## config.mk

```make
export PLATFORM = sky130hd
export DESIGN_NAME = qdac_ctrl
export DESIGN_NICKNAME = d
export VERILOG_FILES = /design/src/rtl/qdac_pkg.sv /design/src/rtl/qdac_cmd_decode.sv /design/src/rtl/qdac_chan.sv /design/src/rtl/qdac_power.sv /design/src/rtl/qdac_ctrl.sv
export SDC_FILE = /design/constraint.sdc
export NUM_CORES = 1
export LEC_CHECK = 0
export BUFFER_PORTS_ARGS = -buffer_cell sky130_fd_sc_hd__buf_2
export CORE_ASPECT_RATIO = 2
export CORE_MARGIN = 1.5
export CORE_UTILIZATION = 50
export DETAILED_ROUTE_END_ITERATION = 6
export PLACE_DENSITY_LB_ADDON = 0.12
export SLEW_MARGIN = 40
export SYNTH_ARGS = -nofsm -noshare
export SYNTH_HDL_FRONTEND = slang
export SYNTH_SLANG_ARGS = --single-unit
```

## constraint.sdc

```tcl
create_clock -name clk -period 1.5 [get_ports clk]
set_input_delay 0.15 -clock clk [delete_from_list [all_inputs] [get_ports clk]]
set_output_delay 0.15 -clock clk [all_outputs]
set_load 0.02 [all_outputs]
```

## src/rtl/qdac_pkg.sv

```systemverilog
package qdac_pkg;

    typedef enum logic [3:0] {
        OP_LOAD_IN  = 4'h1,
        OP_LOAD_DAC = 4'h2,
        OP_XFER     = 4'h3,
        OP_LOAD_ALL = 4'h4,
        OP_PD_HIZ   = 4'h8,
        OP_PD_1K    = 4'h9,
        OP_PD_100K  = 4'hA,
        OP_WAKE     = 4'hC
    } qdac_op_e;

    typedef enum logic [1:0] {
        PM_HIZ   = 2'd0,
        PM_1K    = 2'd1,
        PM_100K  = 2'd2,
        PM_AWAKE = 2'd3
    } qdac_pm_e;

    typedef struct packed {
        logic drive;
        logic hiz;
        logic r1k;
        logic r100k;
    } qdac_term_t;

    function automatic qdac_term_t term_of(input logic awake, input qdac_pm_e pm);
        qdac_term_t t;
        t = '0;
        if (awake) begin
            t.drive = 1'b1;
        end else begin
            case (pm)
                PM_HIZ:  t.hiz   = 1'b1;
                PM_1K:   t.r1k   = 1'b1;
                default: t.r100k = 1'b1;
            endcase
        end
        return t;
    endfunction

    function automatic qdac_pm_e pm_of_op(input logic [3:0] op);
        case (op)
            OP_PD_HIZ: return PM_HIZ;
            OP_PD_1K:  return PM_1K;
            default:   return PM_100K;
        endcase
    endfunction

endpackage

```

## src/rtl/qdac_cmd_decode.sv

```systemverilog
module qdac_cmd_decode
    import qdac_pkg::*;
#(
    parameter int NCH = 4,
    localparam int CHW = (NCH > 1) ? $clog2(NCH) : 1
) (
    input  logic           cmd_valid,
    input  logic [3:0]     cmd_op,
    input  logic [CHW-1:0] cmd_ch,
    input  logic           cmd_all,
    output logic [NCH-1:0] wr_in,
    output logic [NCH-1:0] wr_dac,
    output logic [NCH-1:0] xfer,
    output logic           pd_req,
    output qdac_pm_e       pd_mode,
    output logic           wake_req
);
    logic [NCH-1:0] target;

    always_comb begin
        target = '0;
        if (cmd_all) target = '1;
        else         target[cmd_ch] = 1'b1;
    end

    always_comb begin
        wr_in    = '0;
        wr_dac   = '0;
        xfer     = '0;
        pd_req   = 1'b0;
        wake_req = 1'b0;
        pd_mode  = pm_of_op(cmd_op);
        if (cmd_valid) begin
            case (cmd_op)
                OP_LOAD_IN:  wr_in = target;
                OP_LOAD_DAC: begin
                    wr_in  = target;
                    wr_dac = target;
                end
                OP_XFER:     xfer = target;
                OP_LOAD_ALL: xfer = '1;
                OP_PD_HIZ, OP_PD_1K, OP_PD_100K: pd_req = 1'b1;
                OP_WAKE:     wake_req = 1'b1;
                default: ;
            endcase
        end
    end
endmodule

```

## src/rtl/qdac_chan.sv

```systemverilog
module qdac_chan #(
    parameter int DW = 12
) (
    input  logic          clk,
    input  logic          rst,
    input  logic          wr_in,
    input  logic          wr_dac,
    input  logic          xfer,
    input  logic [DW-1:0] data,
    output logic [DW-1:0] code
);
    logic [DW-1:0] in_q;
    logic [DW-1:0] dac_q;

    always_ff @(posedge clk) begin
        if (rst) begin
            in_q  <= '0;
            dac_q <= '0;
        end else begin
            if (wr_in)       in_q  <= data;
            if (wr_dac)      dac_q <= data;
            else if (xfer)   dac_q <= in_q;
        end
    end

    assign code = dac_q;

    // staging-only write leaves the output code alone
    p_input_only_r1: assert property (@(posedge clk) disable iff (rst)
        (wr_in && !wr_dac && !xfer) |=> $stable(code));

    // a copy lands the previously staged value
    p_xfer_lands_r7: assert property (@(posedge clk) disable iff (rst)
        (xfer && !wr_dac) |=> (code == $past(in_q)));

    // without a load or copy the DAC register is retained
    p_retain_r6: assert property (@(posedge clk) disable iff (rst)
        (!wr_dac && !xfer) |=> $stable(code));

    // zero scale right after reset
    p_reset_zero_r3: assert property (@(posedge clk) disable iff (rst)
        $past(rst) |-> (code == '0 && in_q == '0));
endmodule

```

## src/rtl/qdac_power.sv

```systemverilog
module qdac_power
    import qdac_pkg::*;
#(
    parameter int NCH = 4
) (
    input  logic           clk,
    input  logic           rst,
    input  logic           pd_req,
    input  qdac_pm_e       pd_mode,
    input  logic           wake_req,
    output logic [NCH-1:0] buf_en,
    output logic [NCH-1:0] hiz,
    output logic [NCH-1:0] pd1k,
    output logic [NCH-1:0] pd100k,
    output logic [1:0]     mode,
    output logic           awake
);
    logic       awake_q;
    qdac_pm_e   pm_q;
    qdac_term_t term;

    always_ff @(posedge clk) begin
        if (rst) begin
            awake_q <= 1'b0;
            pm_q    <= PM_100K;
        end else if (pd_req) begin
            awake_q <= 1'b0;
            pm_q    <= pd_mode;
        end else if (wake_req) begin
            awake_q <= 1'b1;
        end
    end

    assign term  = term_of(awake_q, pm_q);
    assign awake = awake_q;
    assign mode  = awake_q ? PM_AWAKE : pm_q;

    for (genvar c = 0; c < NCH; c++) begin : g_term
        assign buf_en[c] = term.drive;
        assign hiz[c]    = term.hiz;
        assign pd1k[c]   = term.r1k;
        assign pd100k[c] = term.r100k;

        // exactly one termination choice per channel
        p_term_onehot_r9: assert property (@(posedge clk) disable iff (rst)
            $countones({buf_en[c], hiz[c], pd1k[c], pd100k[c]}) == 1);
    end

    // a sleep command turns the buffers off on the next cycle
    p_sleep_off_r5: assert property (@(posedge clk) disable iff (rst)
        pd_req |=> (buf_en == '0 && mode == $past(pd_mode)));

    // reset state is asleep with the 100k path
    p_reset_sleep_r3: assert property (@(posedge clk) disable iff (rst)
        $past(rst) |-> (!awake && pd100k == '1 && mode == 2'd2));

    // awake flag and mode code agree
    p_status_r10: assert property (@(posedge clk) disable iff (rst)
        awake == (mode == 2'd3));
endmodule

```

## src/rtl/qdac_ctrl.sv

```systemverilog
module qdac_ctrl
    import qdac_pkg::*;
#(
    parameter int NCH = 4,
    parameter int DW  = 12,
    localparam int CHW = (NCH > 1) ? $clog2(NCH) : 1
) (
    input  logic              clk,
    input  logic              rst,
    input  logic              cmd_valid,
    input  logic [3:0]        cmd_op,
    input  logic [CHW-1:0]    cmd_ch,
    input  logic              cmd_all,
    input  logic [DW-1:0]     cmd_data,
    output logic [NCH*DW-1:0] code_o,
    output logic [NCH-1:0]    buf_en_o,
    output logic [NCH-1:0]    hiz_o,
    output logic [NCH-1:0]    pd1k_o,
    output logic [NCH-1:0]    pd100k_o,
    output logic [1:0]        mode_o,
    output logic              awake_o
);
    logic [NCH-1:0] wr_in, wr_dac, xfer;
    logic           pd_req, wake_req;
    qdac_pm_e       pd_mode;

    qdac_cmd_decode #(.NCH(NCH)) u_dec (
        .cmd_valid (cmd_valid),
        .cmd_op    (cmd_op),
        .cmd_ch    (cmd_ch),
        .cmd_all   (cmd_all),
        .wr_in     (wr_in),
        .wr_dac    (wr_dac),
        .xfer      (xfer),
        .pd_req    (pd_req),
        .pd_mode   (pd_mode),
        .wake_req  (wake_req)
    );

    for (genvar c = 0; c < NCH; c++) begin : g_chan
        qdac_chan #(.DW(DW)) u_chan (
            .clk    (clk),
            .rst    (rst),
            .wr_in  (wr_in[c]),
            .wr_dac (wr_dac[c]),
            .xfer   (xfer[c]),
            .data   (cmd_data),
            .code   (code_o[c*DW +: DW])
        );
    end

    qdac_power #(.NCH(NCH)) u_pwr (
        .clk      (clk),
        .rst      (rst),
        .pd_req   (pd_req),
        .pd_mode  (pd_mode),
        .wake_req (wake_req),
        .buf_en   (buf_en_o),
        .hiz      (hiz_o),
        .pd1k     (pd1k_o),
        .pd100k   (pd100k_o),
        .mode     (mode_o),
        .awake    (awake_o)
    );

    // buffers stay off while asleep and no wake arrives
    p_no_drive_asleep_r4: assert property (@(posedge clk) disable iff (rst)
        (!awake_o && !(cmd_valid && cmd_op == OP_WAKE)) |=> (buf_en_o == '0));

    // an idle bus changes no code
    p_idle_stable_r11: assert property (@(posedge clk) disable iff (rst)
        !cmd_valid |=> ($stable(code_o) && $stable(mode_o)));
endmodule

```

==> results of run 1 <==
==> power by group through the flow <==
stage	clock (mW)	combinational (mW)	sequential, mW
CTS	2.63	0.734	2.75
global route	2.73	0.788	2.76
global placement	0	0.715	2.81
detailed placement	0	0.725	2.81
finish	2.58	0.730	2.75
floorplan	0	0.425	2.87
==> cell usage after synthesis <==
cell,instances,share of area (%)
a2111oi_2,1,0.33
a211oi_1,21,3.5
a211oi_2,4,1.1
a21oi_1,14,1.5
a21oi_2,1,0.19
a221oi_2,11,3.6
a2bb2oi_4,1,0.58
a31oi_1,11,1.5
and2_1,1,0.14
and3b_1,1,0.19
and4_1,1,0.19
and4bb_2,1,0.27
buf_2,11,1.2
buf_4,18,3.0
buf_6,8,2.0
clkbuf_1,26,2.1
dfxtp_1,99,44
inv_1,26,2.1
mux2i_1,70,15
nand2_1,16,1.3
nand2b_1,1,0.14
nand3b_1,1,0.16
nor2_1,52,4.3
nor2_8,1,0.44
nor2b_1,4,0.55
nor3_1,31,3.4
nor3b_2,2,0.55
nor4_1,2,0.27
nor4b_4,1,0.52
o2111ai_1,2,0.38
o21a_1,2,0.33
o21ai_0,4,0.44
o21ai_1,2,0.22
o21bai_1,1,0.16
o21bai_2,1,0.25
o221a_1,10,2.5
o221a_2,2,0.49
o31ai_1,1,0.16
or2_1,2,0.27
or2_2,2,0.27
or3b_1,1,0.19
xor2_1,1,0.19
==> layer usage <==
metal,share of wire (%),vias up
li1,-,1789
met1,42,1707
met2,51,82
met3,3.8,15
met4,2.6,0
met5,0,-
==> cells by family after synthesis <==
family	Yosys count	share of synthesized area, %
multiplexers	70	15.4
AO/OA/AOI/OAI	89	17.3
flip-flops	99	43.5
buffers and inverters	89	10.4
AND/OR/NAND/NOR	120	13.2
XOR/XNOR	1	0.192
==> what timing repair did <==
item / CTS / global route
hold buffers: 0 / 0
setup endpoints to repair: 8 / 1
resized for setup: 13 / 1
hold endpoints to repair: 0 / 0
==> area by class of cell <==
cell class	count	area, um2	area share (%)
well taps	102	128	2.29
repair buffers	131	908	16.3
flip-flops and latches	99	1980	35.7
clock buffers	10	229	4.12
multi-input cells	280	2110	38.0
inverters	26	97.6	1.75
clock inverters	5	103	1.84
==> stage by stage <==
stage | util, % | hold slack [ns] | setup TNS (ns)
2_1_floorplan | - | 0.438 | -0.621
5_1_grt | 62.6 | 0.168 | 0
6_report | 62.6 | 0.162 | 0
3_5_place_dp | 58.4 | 0.449 | -2.26
3_3_place_gp | 58.4 | 0.446 | -1.57
4_1_cts | 62.5 | 0.150 | 0
==> flip-flops by register name, indices dropped and copies added, names as in the netlist <==
register            count
g_chan.u_chan.code     48
g_chan.u_chan.in_q     48
u_pwr.pm_q              2
u_pwr.awake             1
==> worst paths after layout <==
check,startpoint,endpoint,cells past startpoint
worst max-delay path,u_pwr.awake,hiz_o[3],3
worst min-delay path,rst,g_chan[2].u_chan.in_q[9],2
worst max register to register,g_chan[0].u_chan.in_q[10],g_chan[0].u_chan.code[10],2
worst min register to register,g_chan[0].u_chan.code[1],g_chan[0].u_chan.code[1],2
==> impl_metrics.yaml, run 1 <==
clocking:
  clock_latency_ns: 0.34
  htree_levels: 3
  clockRootBuffer: "clkbuf_16"
  post_cts.repair.setup_buffers: 0
  cts_inserted_buffers: 9
  cts_tree: "yes"
  clockBufferDepth: 2
  clk_pin_slew_ns: 0.06
  clock_sinks: 99
worst_setup_path:
  crit_path_start_kind: "register"
  worst_setup_path_end_kind: "output port"
  slowest_stage: "dfxtp_2"
  crit_family: "simple AND/OR/NAND/NOR gates"
  required_ns: 1.35
  crit_type: "reg -> out"
  crit_fanout: 10
  arrival_ns: 1.26
  r2r_slack_ns: 0.69
  worst_path_largest_cell_delay_ns: 0.36
  cp.buffers_inverters: 1
  critical_path.cell_chain: "or2_4, nor2_4, buf_4"
global_route:
  grt_first_pass_wirelength_um: 17700
  grt_max_degree: 44
  grt_pass1_vias: 3489
  grtUsageTotal_pct: 23.4
  top_usage_layer: "met2"
  grt_util_met3_pct: 3.71
  overflow: 0
  grt_util_met2_pct: 40.7
  antenna_found_initial: 0
  met1_usage_pct: 28.0
floorplanning:
  dieWidth_um: 70.5
  initial_core_util_pct: 51.2
  die-area_um2: 9720
  core_um2: 8890
  io_pins: 89
  die_h_um: 138
  rows: 49
finish:
  stdcell_area_um2: 5560
  fill_cells: 766
  final_cells: 653
  fin_nets: 569
  antennaDiodeCount: 0
  drive_gt1_share_pct: 31.9
  final_common_cell: "dfxtp_1"
  final_cell_mix: "dfxtp_1 (98), buf_2 (80), mux2i_1 (70)"
  syn2layout_area_growth_pct: 22.1
detailed_routing:
  routed_wl_um: 10900
  routed_via_density: 5.50
  wire_per_inst_um: 16.7
  detail-route-antenna-nets: 0
  vias: 3593
  drt-initial-drc-count: 149
  drtPass1Iterations: 4
  drc: 0
place:
  dp_hpwl_um: 7570
  dp_slack_ns: -0.137
  portBuffers: 88
  place_area_um2: 5190
  dp.cells: 638
  gp_congestion: 0.808
timing:
  setup_slack_ns: 0.0943
  period_share_pct: 93.7
  tightest_slew_ns: 0.549
  fin_skew_ns: 0.00573
  fin_crit_ns: 1.41
  rsz0062_at_grt: "false"
  drv_slew: 0
  relSlewSlack_pct: 63.3
  hold_violations: 0
  setup_viol: 0
  fmax_mhz: 711
power:
  p_leak_nw: 2.56
  ir_drop_mv: 0.745
  power.share.combinational_pct: 12.0
  switching_power_mw: 1.44
  p_int_mw: 4.62
  seq_power_share_pct: 45.4
  finalPower_mw: 6.06
  clkPwrFrac_pct: 42.6
  power.density_nw_per_um2: 1090
  swShare_pct: 23.8
synth:
  syn_inst: 468
  ys_types: 42
  synth_nets: 490
  syn_avg_cell_area_um2: 9.73
  synth-seq-cells: 99
  synth_warnings: 0
  synth-seq-area-share_pct: 43.5
  syn-cell-area_um2: 4550
hold_path:
  min_path_type: "in -> reg"
outcome:
  status: "complete, no violations"
flow_run:
  timing.max_cap.violations: 0
No activity file was read; power rests on OpenSTA's default activity.
==> inputs of run 2 (changes only) <==
Settings changed: CELL_PAD_IN_SITES_DETAIL_PLACEMENT set to 1, CELL_PAD_IN_SITES_GLOBAL_PLACEMENT set to 1, CORE_UTILIZATION 50 to 38, REMOVE_ABC_BUFFERS set to 1.
==> run 2 against run 1 <==
Maximum frequency is 2.8% lower. Clock skew rose by 0.0012 ns. Die area increased by 30%. Global-route usage is 2.4 points lower. Final cell count grew 5.8%. Count of clock-buffer cells in the layout is the same. Via count grew 3.5%. Critical path depth stayed put. Critical endpoint is now pd1k_o[1]. Largest cell class unchanged.
==> impl_metrics.yaml, run 2 (same netlist as run 1, synthesis figures left out) <==
worst_setup_path:
  crit_fanout: 4
  worst_setup_path_end_kind: "output port"
  crit_path_start_kind: "register"
  crit_type: "reg -> out"
  required_ns: 1.35
  arrival_ns: 1.30
detailed_routing:
  routed_via_density: 5.38
  drc: 0
  routed_wl_um: 12700
  vias: 3720
  detail-route-antenna-nets: 0
  wire_per_inst_um: 18.4
  drtPass1Iterations: 4
  drt-initial-drc-count: 88
place:
  dp_slack_ns: -0.198
  place_area_um2: 5220
  dp.cells: 675
  portBuffers: 88
  gp_congestion: 0.765
  dp_hpwl_um: 9130
timing:
  fmax_mhz: 691
  fin_skew_ns: 0.00692
  tightest_slew_ns: 0.486
  relSlewSlack_pct: 67.5
  hold_violations: 0
  setup_viol: 0
  fin_hold_ws_ns: 0.158
  setup_slack_ns: 0.0537
  fin_crit_ns: 1.45
  drv_slew: 0
  final.setup.tns_ns: 0
  period_share_pct: 96.4
global_route:
  overflow: 0
  grt_max_degree: 39
  antenna_found_initial: 0
  grt_pass1_vias: 3870
  grt_first_pass_wirelength_um: 20100
  grtUsageTotal_pct: 20.9
floorplanning:
  rows: 56
  core_um2: 11700
  die-area_um2: 12700
  die_h_um: 158
  dieWidth_um: 80.4
  io_pins: 89
  initial_core_util_pct: 38.9
finish:
  antennaDiodeCount: 0
  final_cells: 691
  syn2layout_area_growth_pct: 21.4
  fin_nets: 563
  stdcell_area_um2: 5530
  final_cell_mix: "dfxtp_1 (99), buf_2 (82), mux2i_1 (70)"
  fill_cells: 1366
  final_common_cell: "dfxtp_1"
  drive_gt1_share_pct: 31.3
clocking:
  clockBufferDepth: 2
  cts_hold_buf: 0
  clock_latency_ns: 0.34
  clk_pin_slew_ns: 0.08
  clockRootBuffer: "clkbuf_16"
  cts_tree: "yes"
  htree_levels: 3
  clock_sinks: 99
  cts_inserted_buffers: 9
hold_path:
  min_path_type: "in -> reg"
power:
  power.density_nw_per_um2: 1040
  p_leak_nw: 2.51
  ir_drop_mv: 0.596
outcome:
  status: "complete, no violations"
flow_run:
  timing.max_cap.violations: 0
run 2: cell types whose count changed in the layout (fill, tap and decap cells not counted), moves of 2 or more:
cell	before	now
buf_4	41	32
clkinvlp_4	1	3
buf_2	80	82
bufinv_16	3	0
run 2: worst paths after layout:
| check | startpoint | end | slack (ns) | depth (start not counted) |
|---|---|---|---|---|
| min | rst | g_chan[3].u_chan.in_q[7] | 0.16 | 2 |
| max reg2reg | g_chan[0].u_chan.in_q[10] | g_chan[0].u_chan.code[10] | 0.65 | 2 |
| max | u_pwr.pm_q[1] | pd1k_o[1] | 0.05 | 3 |
| min reg2reg | g_chan[0].u_chan.code[9] | g_chan[0].u_chan.code[9] | 0.46 | 2 |
run 2: critical path, cell delays in order, from the launching register on:
cell and delay, ns:
dfxtp_1 0.33, or2_2 0.34, nor2_4 0.12, buf_2 0.17
run 2: report_power, final:
part           internal [mW]  leakage (nW)  switching, mW
registers               2.71         0.802         0.0437
logic                  0.289          1.57          0.451
clock network           1.19         0.133           1.05
run 2: area by class of cell:
| class | count | area [um2] | area share (%) |
|---|---|---|---|
| clock buffer | 10 | 239 | 4.32 |
| clock inverter | 6 | 47.5 | 0.860 |
| inverter | 26 | 97.6 | 1.77 |
| multi-input combinational | 280 | 2110 | 38.2 |
| sequential | 99 | 1980 | 35.8 |
| tap | 145 | 181 | 3.28 |
| timing repair buffer | 125 | 871 | 15.8 |
run 2: stage by stage:
stage	utilization, %	power (mW)
after floorplan	-	3.18
after global placement	44.6	3.54
after detailed placement	44.6	3.56
after CTS	47.1	5.79
after global routing	47.3	5.97
final	47.3	5.73
run 2: timing repair:
item | CTS | global route
setup endpoints to repair | 8 | 8
buffers inserted | 0 | 0
resized for setup | 2 | 7
run 2: layer usage:
metal  global-route usage [%]  up-vias  share of wire (%)
met2                     39.1       64                 55
met3                     3.40       16                2.7
met4                     8.54        0                2.7
met1                     22.7     1862                 40
li1                         -     1778                  -
met5                        0        -                  0
==> inputs of run 3 (changes only) <==
Settings changed: BUFFER_PORTS_ARGS -buffer_cell sky130_fd_sc_hd__buf_2 to unset, CORE_UTILIZATION 38 to 43, DONT_BUFFER_PORTS set to 1, PLACE_DENSITY set to 0.71, PLACE_DENSITY_LB_ADDON 0.12 to unset.
==> run 3 against run 2 <==
The flow now finishes with violations (negative hold slack). Count of clock-buffer cells in the layout down 1. Core utilization rose by 5.0 points. Via count decreased by 6.2%. Clock power up 13%. Final area decreased by 1.7%. Non-clock buffer count down 62. Clock skew decreased by 0.0018 ns.
==> impl_metrics.yaml, run 3 (same netlist as run 1, synthesis figures left out) <==
detailed_routing:
  detail-route-antenna-nets: 0
  routed_wl_um: 12800
  drt-initial-drc-count: 151
  wire_per_inst_um: 20.6
  vias: 3489
  drtPass1Iterations: 4
  routed_via_density: 5.63
  drc: 0
finish:
  fin_nets: 501
  drive_gt1_share_pct: 17.0
  final_common_cell: "dfxtp_1"
  final_cell_mix: "dfxtp_1 (98), mux2i_1 (70), nor2_1 (50)"
  post-route-util_pct: 52.2
  fill_cells: 1181
  stdcell_area_um2: 5440
  regArea_um2: 1980
  antennaDiodeCount: 0
  multi_input_comb_area_um2: 2150
  final_cells: 620
  syn2layout_area_growth_pct: 19.4
worst_setup_path:
  crit_fanout: 8
  arrival_ns: 1.72
  required_ns: 1.74
  crit_path_start_kind: "input port"
  r2r_cells: 3
  worst_setup_path_end_kind: "register"
  crit_type: "in -> reg"
  reg2reg_to: "g_chan[2].u_chan.in_q[8]"
  regToRegStartpoint: "g_chan[2].u_chan.in_q[8]"
  r2r_slack_ns: 0.18
timing:
  fin_skew_ns: 0.00516
  setup_slack_ns: 0.0190
  fin_hold_ws_ns: -0.131
  hold_violations: 60
  final.setup.tns_ns: 0
  fmax_mhz: 675
  period_share_pct: 98.7
  fin_crit_ns: 1.48
  relSlewSlack_pct: 48.3
  drv_slew: 0
  setup_viol: 0
  tightest_slew_ns: 0.772
power:
  power.share.combinational_pct: 8.2
  seq_power_share_pct: 48.4
  swShare_pct: 24.4
  p_leak_nw: 2.29
  clkPwrFrac_pct: 43.4
  p_int_mw: 4.42
  finalPower_mw: 5.85
  switching_power_mw: 1.43
  power.density_nw_per_um2: 1080
  ir_drop_mv: 0.720
hold_path:
  min_from: "rst"
  holdPathStages: 1
  min_to: "g_chan[2].u_chan.code[0]"
  min_path_type: "in -> reg"
global_route:
  grtUsageTotal_pct: 23.6
  grt_pass1_vias: 3669
  grt_max_degree: 100
  overflow: 0
  antenna_found_initial: 0
  grt_first_pass_wirelength_um: 19500
floorplanning:
  io_pins: 89
  die_h_um: 149
  core_um2: 10400
  initial_core_util_pct: 43.7
  rows: 53
  die-area_um2: 11300
  dieWidth_um: 75.8
clocking:
  clockBufferDepth: 2
  clock_latency_ns: 0.35
  cts_tree: "yes"
  cts_hold_buf: 34
  clk_pin_slew_ns: 0.07
  clock_sinks: 99
  htree_levels: 3
  clockRootBuffer: "clkbuf_16"
  cts_inserted_buffers: 9
place:
  dp_slack_ns: -0.0929
  portBuffers: 0
  dp_hpwl_um: 8150
  dp.cells: 566
  place_area_um2: 4680
  gp_congestion: 0.808
outcome:
  status: "finished, violations left"
  violations: "negative hold slack"
flow_run:
  timing.max_cap.violations: 0
run 3: changes by cell type in the layout (fill, tap and decap cells not counted), moves of 2 or more:
cell	delta
buf_2	-81
dlygate4sd3_1	+33
buf_4	-17
buf_6	+2
bufinv_16	+2
clkinvlp_4	-2
nor2b_1	-2
nor2b_2	+2
nor3b_2	-2
nor3b_4	+2
run 3: worst max path at each step:
stage / from / endpoint / slack [ns] / depth (start not counted)
finish: cmd_op[0] / g_chan[3].u_chan.code[1] / 0.02 / 6
global route: cmd_op[0] / g_chan[3].u_chan.code[1] / -0.003 / 6
CTS: cmd_op[3] / g_chan[3].u_chan.code[5] / 0.02 / 7
detailed placement: cmd_op[3] / g_chan[0].u_chan.code[0] / -0.09 / 4
global placement: cmd_op[3] / g_chan[3].u_chan.in_q[10] / 0.01 / 6
floorplan: u_pwr.awake / hiz_o[0] / -0.86 / 2
run 3: critical path, cell delays in order:
cell,delay [ns]
nor3b_4,0.28
nor3b_4,0.32
buf_2,0.22
a21oi_1,0.08
dlygate4sd3_1,0.55
o221a_1,0.12
run 3: power by group through the flow:
stage | clock network [mW] | registers (mW) | logic (mW)
2_1_floorplan | 0 | 2.88 | 0.297
5_1_grt | 2.67 | 2.84 | 0.520
3_5_place_dp | 0 | 2.89 | 0.426
3_3_place_gp | 0 | 2.89 | 0.412
4_1_cts | 2.57 | 2.83 | 0.463
6_report | 2.54 | 2.83 | 0.479
run 3: layout make-up:
class	instances	share of cell area, %
clock buffers	9	4.14
clock inverters	6	1.77
inverters	26	1.80
multi-input cells	280	39.6
flip-flops and latches	99	36.5
well taps	137	3.15
repair buffers	63	13.1
run 3: layer usage:
| metal | up-vias | GRT usage, % | part of all wire [%] |
|---|---|---|---|
| met5 | - | 0 | 0 |
| met4 | 0 | 12.1 | 3.9 |
| met3 | 34 | 5.76 | 4.4 |
| met2 | 74 | 41.0 | 54 |
| met1 | 1735 | 25.2 | 37 |
| li1 | 1646 | - | - |
run 3: repair_timing:
item,CTS,global route
pin swaps,0,1
endpoints found under the hold margin,96,60
endpoints found under the setup margin,8,21
setup buffers,0,5
gates cloned,0,1
resized for setup,4,11
